File: src/rtl/aud_dma_pkg.sv
package aud_dma_pkg;

  // Register select codes seen on cfg_sel
  typedef enum logic [1:0] {
    SEL_CTRL   = 2'd0,
    SEL_BASE   = 2'd1,
    SEL_COUNT  = 2'd2,
    SEL_STATUS = 2'd3
  } cfg_sel_e;

endpackage

File: src/rtl/aud_dma_rst_sync.sv
module aud_dma_rst_sync #(
  parameter int STAGES = 2
) (
  input  logic clk,
  input  logic rst_n,
  output logic rst_sync_n
);

  logic [STAGES-1:0] sync_q;

  always_ff @(posedge clk or negedge rst_n) begin
    if (!rst_n) begin
      sync_q <= '0;
    end else begin
      sync_q <= {sync_q[STAGES-2:0], 1'b1};
    end
  end

  assign rst_sync_n = sync_q[STAGES-1];

endmodule

File: src/rtl/aud_dma_cfg_regs.sv
module aud_dma_cfg_regs
  import aud_dma_pkg::*;
#(
  parameter int ADDR_W = 32,
  parameter int CNT_W  = 16
) (
  input  logic              clk,
  input  logic              rst_n,
  input  logic              cfg_we,
  input  logic [1:0]        cfg_sel,
  input  logic [ADDR_W-1:0] cfg_wdata,
  output logic [ADDR_W-1:2] base_q,
  output logic [CNT_W-1:0]  count_q,
  output logic              run_q,
  output logic              start_ld,
  output logic              irq_clr
);

  cfg_sel_e           sel;
  logic               wr_ctrl, wr_base, wr_count, wr_status;
  logic [ADDR_W-1:2]  base_d;
  logic [CNT_W-1:0]   count_d;
  logic               run_d;

  assign sel = cfg_sel_e'(cfg_sel);

  always_comb begin
    wr_ctrl   = cfg_we && (sel == SEL_CTRL);
    wr_base   = cfg_we && (sel == SEL_BASE);
    wr_count  = cfg_we && (sel == SEL_COUNT);
    wr_status = cfg_we && (sel == SEL_STATUS);
    base_d    = cfg_wdata[ADDR_W-1:2];
    count_d   = cfg_wdata[CNT_W-1:0];
    run_d     = cfg_wdata[0];
  end

  assign start_ld = wr_ctrl && cfg_wdata[0];
  assign irq_clr  = wr_status && cfg_wdata[0];

  always_ff @(posedge clk or negedge rst_n) begin
    if (!rst_n) begin
      base_q <= '0;
    end else if (wr_base) begin
      base_q <= base_d;
    end
  end

  always_ff @(posedge clk or negedge rst_n) begin
    if (!rst_n) begin
      count_q <= '0;
    end else if (wr_count) begin
      count_q <= count_d;
    end
  end

  always_ff @(posedge clk or negedge rst_n) begin
    if (!rst_n) begin
      run_q <= 1'b0;
    end else if (wr_ctrl) begin
      run_q <= run_d;
    end
  end

endmodule

File: src/rtl/aud_dma_addr_ctr.sv
module aud_dma_addr_ctr #(
  parameter int ADDR_W     = 32,
  parameter int WIN_BITS   = 20,
  parameter int STEP_BYTES = 16
) (
  input  logic              clk,
  input  logic              rst_n,
  input  logic              load,
  input  logic [ADDR_W-1:2] load_addr,
  input  logic              advance,
  output logic [ADDR_W-1:0] addr_q
);

  localparam int FW = WIN_BITS - 2;
  localparam logic [FW-1:0] STEP = FW'(STEP_BYTES / 4);

  logic [FW-1:0] field_q, field_d;
  logic          field_en;

  always_comb begin
    field_en = load || advance;
    field_d  = field_q;
    if (load) begin
      field_d = load_addr[WIN_BITS-1:2];
    end else if (advance) begin
      field_d = field_q + STEP;
    end
  end

  always_ff @(posedge clk or negedge rst_n) begin
    if (!rst_n) begin
      field_q <= '0;
    end else if (field_en) begin
      field_q <= field_d;
    end
  end

  generate
    if (WIN_BITS < ADDR_W) begin : g_upper
      logic [ADDR_W-1:WIN_BITS] upper_q;

      always_ff @(posedge clk or negedge rst_n) begin
        if (!rst_n) begin
          upper_q <= '0;
        end else if (load) begin
          upper_q <= load_addr[ADDR_W-1:WIN_BITS];
        end
      end

      assign addr_q = {upper_q, field_q, 2'b00};
    end else begin : g_flat
      assign addr_q = {field_q, 2'b00};
    end
  endgenerate

endmodule

File: src/rtl/aud_dma_xfer_ctr.sv
module aud_dma_xfer_ctr #(
  parameter int CNT_W = 16
) (
  input  logic             clk,
  input  logic             rst_n,
  input  logic             load,
  input  logic [CNT_W-1:0] load_cnt,
  input  logic             dec,
  output logic [CNT_W-1:0] left_q,
  output logic             last
);

  logic [CNT_W-1:0] left_d;
  logic             left_en;

  assign last = dec && (left_q == CNT_W'(1));

  always_comb begin
    left_en = load || dec;
    left_d  = left_q;
    if (load) begin
      left_d = load_cnt;
    end else if (dec) begin
      left_d = left_q - CNT_W'(1);
    end
  end

  always_ff @(posedge clk or negedge rst_n) begin
    if (!rst_n) begin
      left_q <= '0;
    end else if (left_en) begin
      left_q <= left_d;
    end
  end

endmodule

File: src/rtl/aud_dma_end_irq.sv
module aud_dma_end_irq (
  input  logic clk,
  input  logic rst_n,
  input  logic evt,
  input  logic clr,
  output logic pulse_q,
  output logic flag_q
);

  logic flag_d, flag_en;

  always_comb begin
    flag_en = evt || clr;
    flag_d  = evt ? 1'b1 : 1'b0;
  end

  always_ff @(posedge clk or negedge rst_n) begin
    if (!rst_n) begin
      pulse_q <= 1'b0;
    end else begin
      pulse_q <= evt;
    end
  end

  always_ff @(posedge clk or negedge rst_n) begin
    if (!rst_n) begin
      flag_q <= 1'b0;
    end else if (flag_en) begin
      flag_q <= flag_d;
    end
  end

endmodule

File: src/rtl/aud_dma_addr_gen.sv
module aud_dma_addr_gen #(
  parameter int ADDR_W     = 32,
  parameter int CNT_W      = 16,
  parameter int WIN_BITS   = 20,
  parameter int STEP_BYTES = 16
) (
  input  logic              clk,
  input  logic              rst_n,
  input  logic              cfg_we,
  input  logic [1:0]        cfg_sel,
  input  logic [ADDR_W-1:0] cfg_wdata,
  output logic              xfer_req,
  input  logic              xfer_ack,
  output logic [ADDR_W-1:0] xfer_addr,
  output logic              end_pulse,
  output logic              end_irq
);

  logic              rst_sync_n;
  logic [ADDR_W-1:2] base_q;
  logic [CNT_W-1:0]  count_q;
  logic              run_q;
  logic              start_ld;
  logic              irq_clr;
  logic [CNT_W-1:0]  left_q;
  logic              last;
  logic              fire;
  logic              reload;

  aud_dma_rst_sync #(.STAGES(2)) u_rst (
    .clk        (clk),
    .rst_n      (rst_n),
    .rst_sync_n (rst_sync_n)
  );

  aud_dma_cfg_regs #(.ADDR_W(ADDR_W), .CNT_W(CNT_W)) u_regs (
    .clk       (clk),
    .rst_n     (rst_sync_n),
    .cfg_we    (cfg_we),
    .cfg_sel   (cfg_sel),
    .cfg_wdata (cfg_wdata),
    .base_q    (base_q),
    .count_q   (count_q),
    .run_q     (run_q),
    .start_ld  (start_ld),
    .irq_clr   (irq_clr)
  );

  assign xfer_req = run_q && (left_q != '0);
  assign fire     = xfer_req && xfer_ack;
  assign reload   = start_ld || last;

  aud_dma_xfer_ctr #(.CNT_W(CNT_W)) u_cnt (
    .clk      (clk),
    .rst_n    (rst_sync_n),
    .load     (reload),
    .load_cnt (count_q),
    .dec      (fire),
    .left_q   (left_q),
    .last     (last)
  );

  aud_dma_addr_ctr #(
    .ADDR_W     (ADDR_W),
    .WIN_BITS   (WIN_BITS),
    .STEP_BYTES (STEP_BYTES)
  ) u_addr (
    .clk       (clk),
    .rst_n     (rst_sync_n),
    .load      (reload),
    .load_addr (base_q),
    .advance   (fire),
    .addr_q    (xfer_addr)
  );

  aud_dma_end_irq u_irq (
    .clk     (clk),
    .rst_n   (rst_sync_n),
    .evt     (last),
    .clr     (irq_clr),
    .pulse_q (end_pulse),
    .flag_q  (end_irq)
  );

endmodule

File: config.mk
export PLATFORM = sky130hd
export DESIGN_NAME = aud_dma_addr_gen
export DESIGN_NICKNAME = d
export VERILOG_FILES = /design/src/rtl/aud_dma_pkg.sv /design/src/rtl/aud_dma_rst_sync.sv /design/src/rtl/aud_dma_cfg_regs.sv /design/src/rtl/aud_dma_addr_ctr.sv /design/src/rtl/aud_dma_xfer_ctr.sv /design/src/rtl/aud_dma_end_irq.sv /design/src/rtl/aud_dma_addr_gen.sv
export SDC_FILE = /design/constraint.sdc
export NUM_CORES = 1
export LEC_CHECK = 0
export ABC_AREA = 1
export ABC_CLOCK_PERIOD_IN_PS = 3000
export BUFFER_PORTS_ARGS = -buffer_cell sky130_fd_sc_hd__buf_2
export CAP_MARGIN = 40
export CORE_ASPECT_RATIO = 0.7
export CORE_MARGIN = 3
export CORE_UTILIZATION = 35
export CTS_CLUSTER_SIZE = 25
export DETAILED_ROUTE_END_ITERATION = 8
export GPL_ROUTABILITY_DRIVEN = 0
export GPL_TIMING_DRIVEN = 0
export PLACE_DENSITY = 0.64
export SLEW_MARGIN = 20
export SYNTH_ARGS = -nofsm -noshare
export SYNTH_HDL_FRONTEND = slang
export SYNTH_SLANG_ARGS = --single-unit
File: constraint.sdc
create_clock -name clk -period 3 [get_ports clk]
set_clock_uncertainty 0.15 [all_clocks]
set_input_delay 0.3 -clock clk [delete_from_list [all_inputs] [get_ports clk]]
set_output_delay 0.3 -clock clk [all_outputs]
set_load 0.02 [all_outputs]
==> metrics.md <==
| Metric | Value |
|---|---|
| Status | `completed` |
| RSZ-0062 raised after global routing | `no` |
| Grt total ovfl | `0` |
| Worst hold slack | `0.0224 ns` |
| CTS tree | `yes` |
| Top_reg_cell synth | `dfrtp_1` |
| Drt first pass iters | `5` |
| Fin. max-slew vios | `0` |
| Core ar. | `0.0135 mm^2` |
| Tcrit/Tclk final | `69.4%` |
| Pleak | `3.19 nW` |
| Final WL | `12.9 mm` |
| Synth top area cells | `dfrtp_1, nand2_1, nand3_1` |
| Largest net degree at the start of global routing | `58` |
| CTS buffer count | `9` |
| Clock Path Buffers | `2` |
| Via count | `4,317` |
| GRT Resource Usage Total | `17.1%` |
| WP data arrival | `2.22 ns` |
| Largest area contributor in the netlist | `dfrtp_1` |
| HPWL Detailed | `9.61 mm` |
| Sequential fraction of the synthesis area | `48.7%` |
| Worst-skew pair later-pin latency | `0.35 ns` |
| Share of the synthesized area in the top cell type | `48.7%` |
| Setup repair bufs after CTS | `0` |
| CP Capture Type | `flop` |
| Antenna violation net count after detailed routing | `0` |
| Worst-Margin Slew | `0.584 ns` |
| Fmax | `480 MHz` |
| CTS Sinks | `97` |
| Final setup viols | `0` |
| Die Span X | `149 um` |
| Die Ht | `106 um` |
| Root Buffer | `clkbuf_16` |
| Yosys reg bits | `97` |
| Rel. slew slack | `61.1%` |
| P per Cell Area | `839 mW/mm^2` |
| Setup CP Type | `reg -> reg` |
| Syn. warnings | `0` |
| Avg Inst Size Synth | `7.66 um^2` |
| Commonest non-fill, non-tap cell in the layout | `nand2_1` |
| First-pass GRT wire length | `21.6 mm` |
| Startpoint Class | `flop` |
| Tmin final | `2.08 ns` |
| Commonest non-fill, non-tap cells in the layout | `nand2_1, dfrtp_1, inv_1` |
| Req. time, crit path | `3.14 ns` |
| Vias in the first global route | `4,138` |
| Die area | `0.0157 mm^2` |
| Final hold viol count | `0` |
| FFs w/ async S/R, synth | `100%` |
| Starting Density | `36.8%` |
| Mapped cell area | `0.00499 mm^2` |
| Layout cells sized above 1 | `16.6%` |
| Clock slew at reported path FFs | `0.08 ns` |
| CP max FO | `10` |
| Vias per inst | `4.67` |
| Synth unique cells | `30` |
| H-tree level count | `3` |
| Port buffer count | `70` |
| MaxCap Viol Count | `0` |
| Cell row count | `35` |
| DRC | `0` |
| Hold WC Path Type | `in -> reg` |
| Detail-routed net length per standard cell | `13.9 um` |
| VDD IR max | `0.369 mV` |
| Setup TNS | `0 ns` |
| Initial antenna violation count | `0` |
| Synth Instances | `651` |
| NumNets Final | `777` |
| DRT iter0 DRCs | `351` |
| Antenna diode count | `0` |
| Io pins | `73` |
| Number of flops mapped to enable cells by yosys | `0` |
| P&R area growth vs syn | `18.5%` |
==> state kept, by name, summed over array words and instances (netlist names) <==
signal / count
u_irq.pulse_q: 1
u_rst.sync_q: 2
u_addr.field_q: 18
u_regs.base_q: 30
u_addr.g_upper.upper_q: 12
u_regs.count_q: 16
u_cnt.left_q: 16
u_irq.flag_q: 1
u_regs.run_q: 1
==> metrics by stage <==
step	utilization [%]	power [mW]	setup WS, ns	instances	cell area, um^2
final	43.7	4.96	0.918	925	5910
after global routing	43.7	5.35	0.745	925	5910
after CTS	43.7	4.97	0.916	925	5910
after detailed placement	41.4	3.81	0.824	908	5600
after global placement	41.2	3.78	0.591	907	5570
after floorplan	-	3.28	1.22	652	4990
==> cell families (layout without fill, tap and decap cells) <==
family	after synthesis	after routing	share of synthesized area, %
AO/OA/AOI/OAI	42	42	4.37
XOR/XNOR	16	16	2.81
adder cells (fa/ha/maj)	4	4	1.00
buffers and inverters	118	206	10.1
flip-flops	97	97	48.7
multiplexers	11	11	2.48
other	2	3	0.151
AND/OR/NAND/NOR	361	361	30.4
==> layout make-up <==
class | instances | area [um^2]
buffer | 28 | 161
sequential | 97 | 2430
fill | 1401 | 7620
tap | 185 | 231
clock inverter | 7 | 70.1
clock buffer | 9 | 225
timing repair buffer | 72 | 388
multi-input combinational | 437 | 2060
inverter | 90 | 340
==> timing repair <==
item / 4_1_cts / 5_1_grt
gates resized for setup: 0 / 0
endpoints found under the hold margin: 2 / 0
hold buffers: 1 / 0
==> routing by layer <==
metal  wire [um]  global-route usage, %  part of all wire, %  vias up
met5           0                      0                    0        -
met4          91                   3.82                 0.71        0
met3         887                   4.17                  6.9        8
met2        5130                   23.2                   40      122
met1        6770                   27.0                   53     2013
li1            -                      -                    -     2174
==> synth_stat cells, types with 5 or more instances <==
master	count
a21oi_1	6
buf_1	5
buf_2	6
buf_6	5
clkbuf_1	9
dfrtp_1	97
inv_1	88
mux2_2	11
nand2_1	223
nand3_1	82
nor2_1	40
o21ai_0	33
xnor2_1	10
xor2_1	6
==> report_power, final <==
| part | leakage, nW | internal, mW | total, mW | switching [mW] |
|---|---|---|---|---|
| combinational | 1.83 | 0.684 | 1.75 | 1.07 |
| clock | 0.147 | 0.590 | 1.16 | 0.570 |
| sequential | 1.21 | 1.67 | 2.05 | 0.381 |
| total | 3.19 | 2.94 | 4.96 | 2.02 |
==> critical path: stages (launching register included) <==
cell,delay (ns)
dfrtp_1,0.41
inv_1,0.11
ha_1,0.20
nand2_1,0.07
nor2_1,0.06
nand2_2,0.09
nand3_2,0.09
nand2_2,0.14
buf_1,0.45
nand3_1,0.16
nand2_1,0.08
==> worst paths after layout <==
check | to | depth (start not counted) | slack, ns | from
min in group asynchronous | u_rst.sync_q[1] | 2 | 0.11 | rst_n
setup / recovery | u_addr.field_q[13] | 10 | 0.92 | u_cnt.left_q[0]
max in group asynchronous | u_cnt.left_q[6] | 1 | 1.88 | u_rst.sync_q[1]
hold reg to reg | u_addr.g_upper.upper_q[23] | 0 | 0.17 | u_rst.sync_q[1]
hold / removal | u_regs.base_q[28] | 2 | 0.02 | cfg_wdata[28]
setup reg to reg | u_addr.field_q[13] | 10 | 0.92 | u_cnt.left_q[0]
No activity file was read; power rests on OpenSTA's default activity.
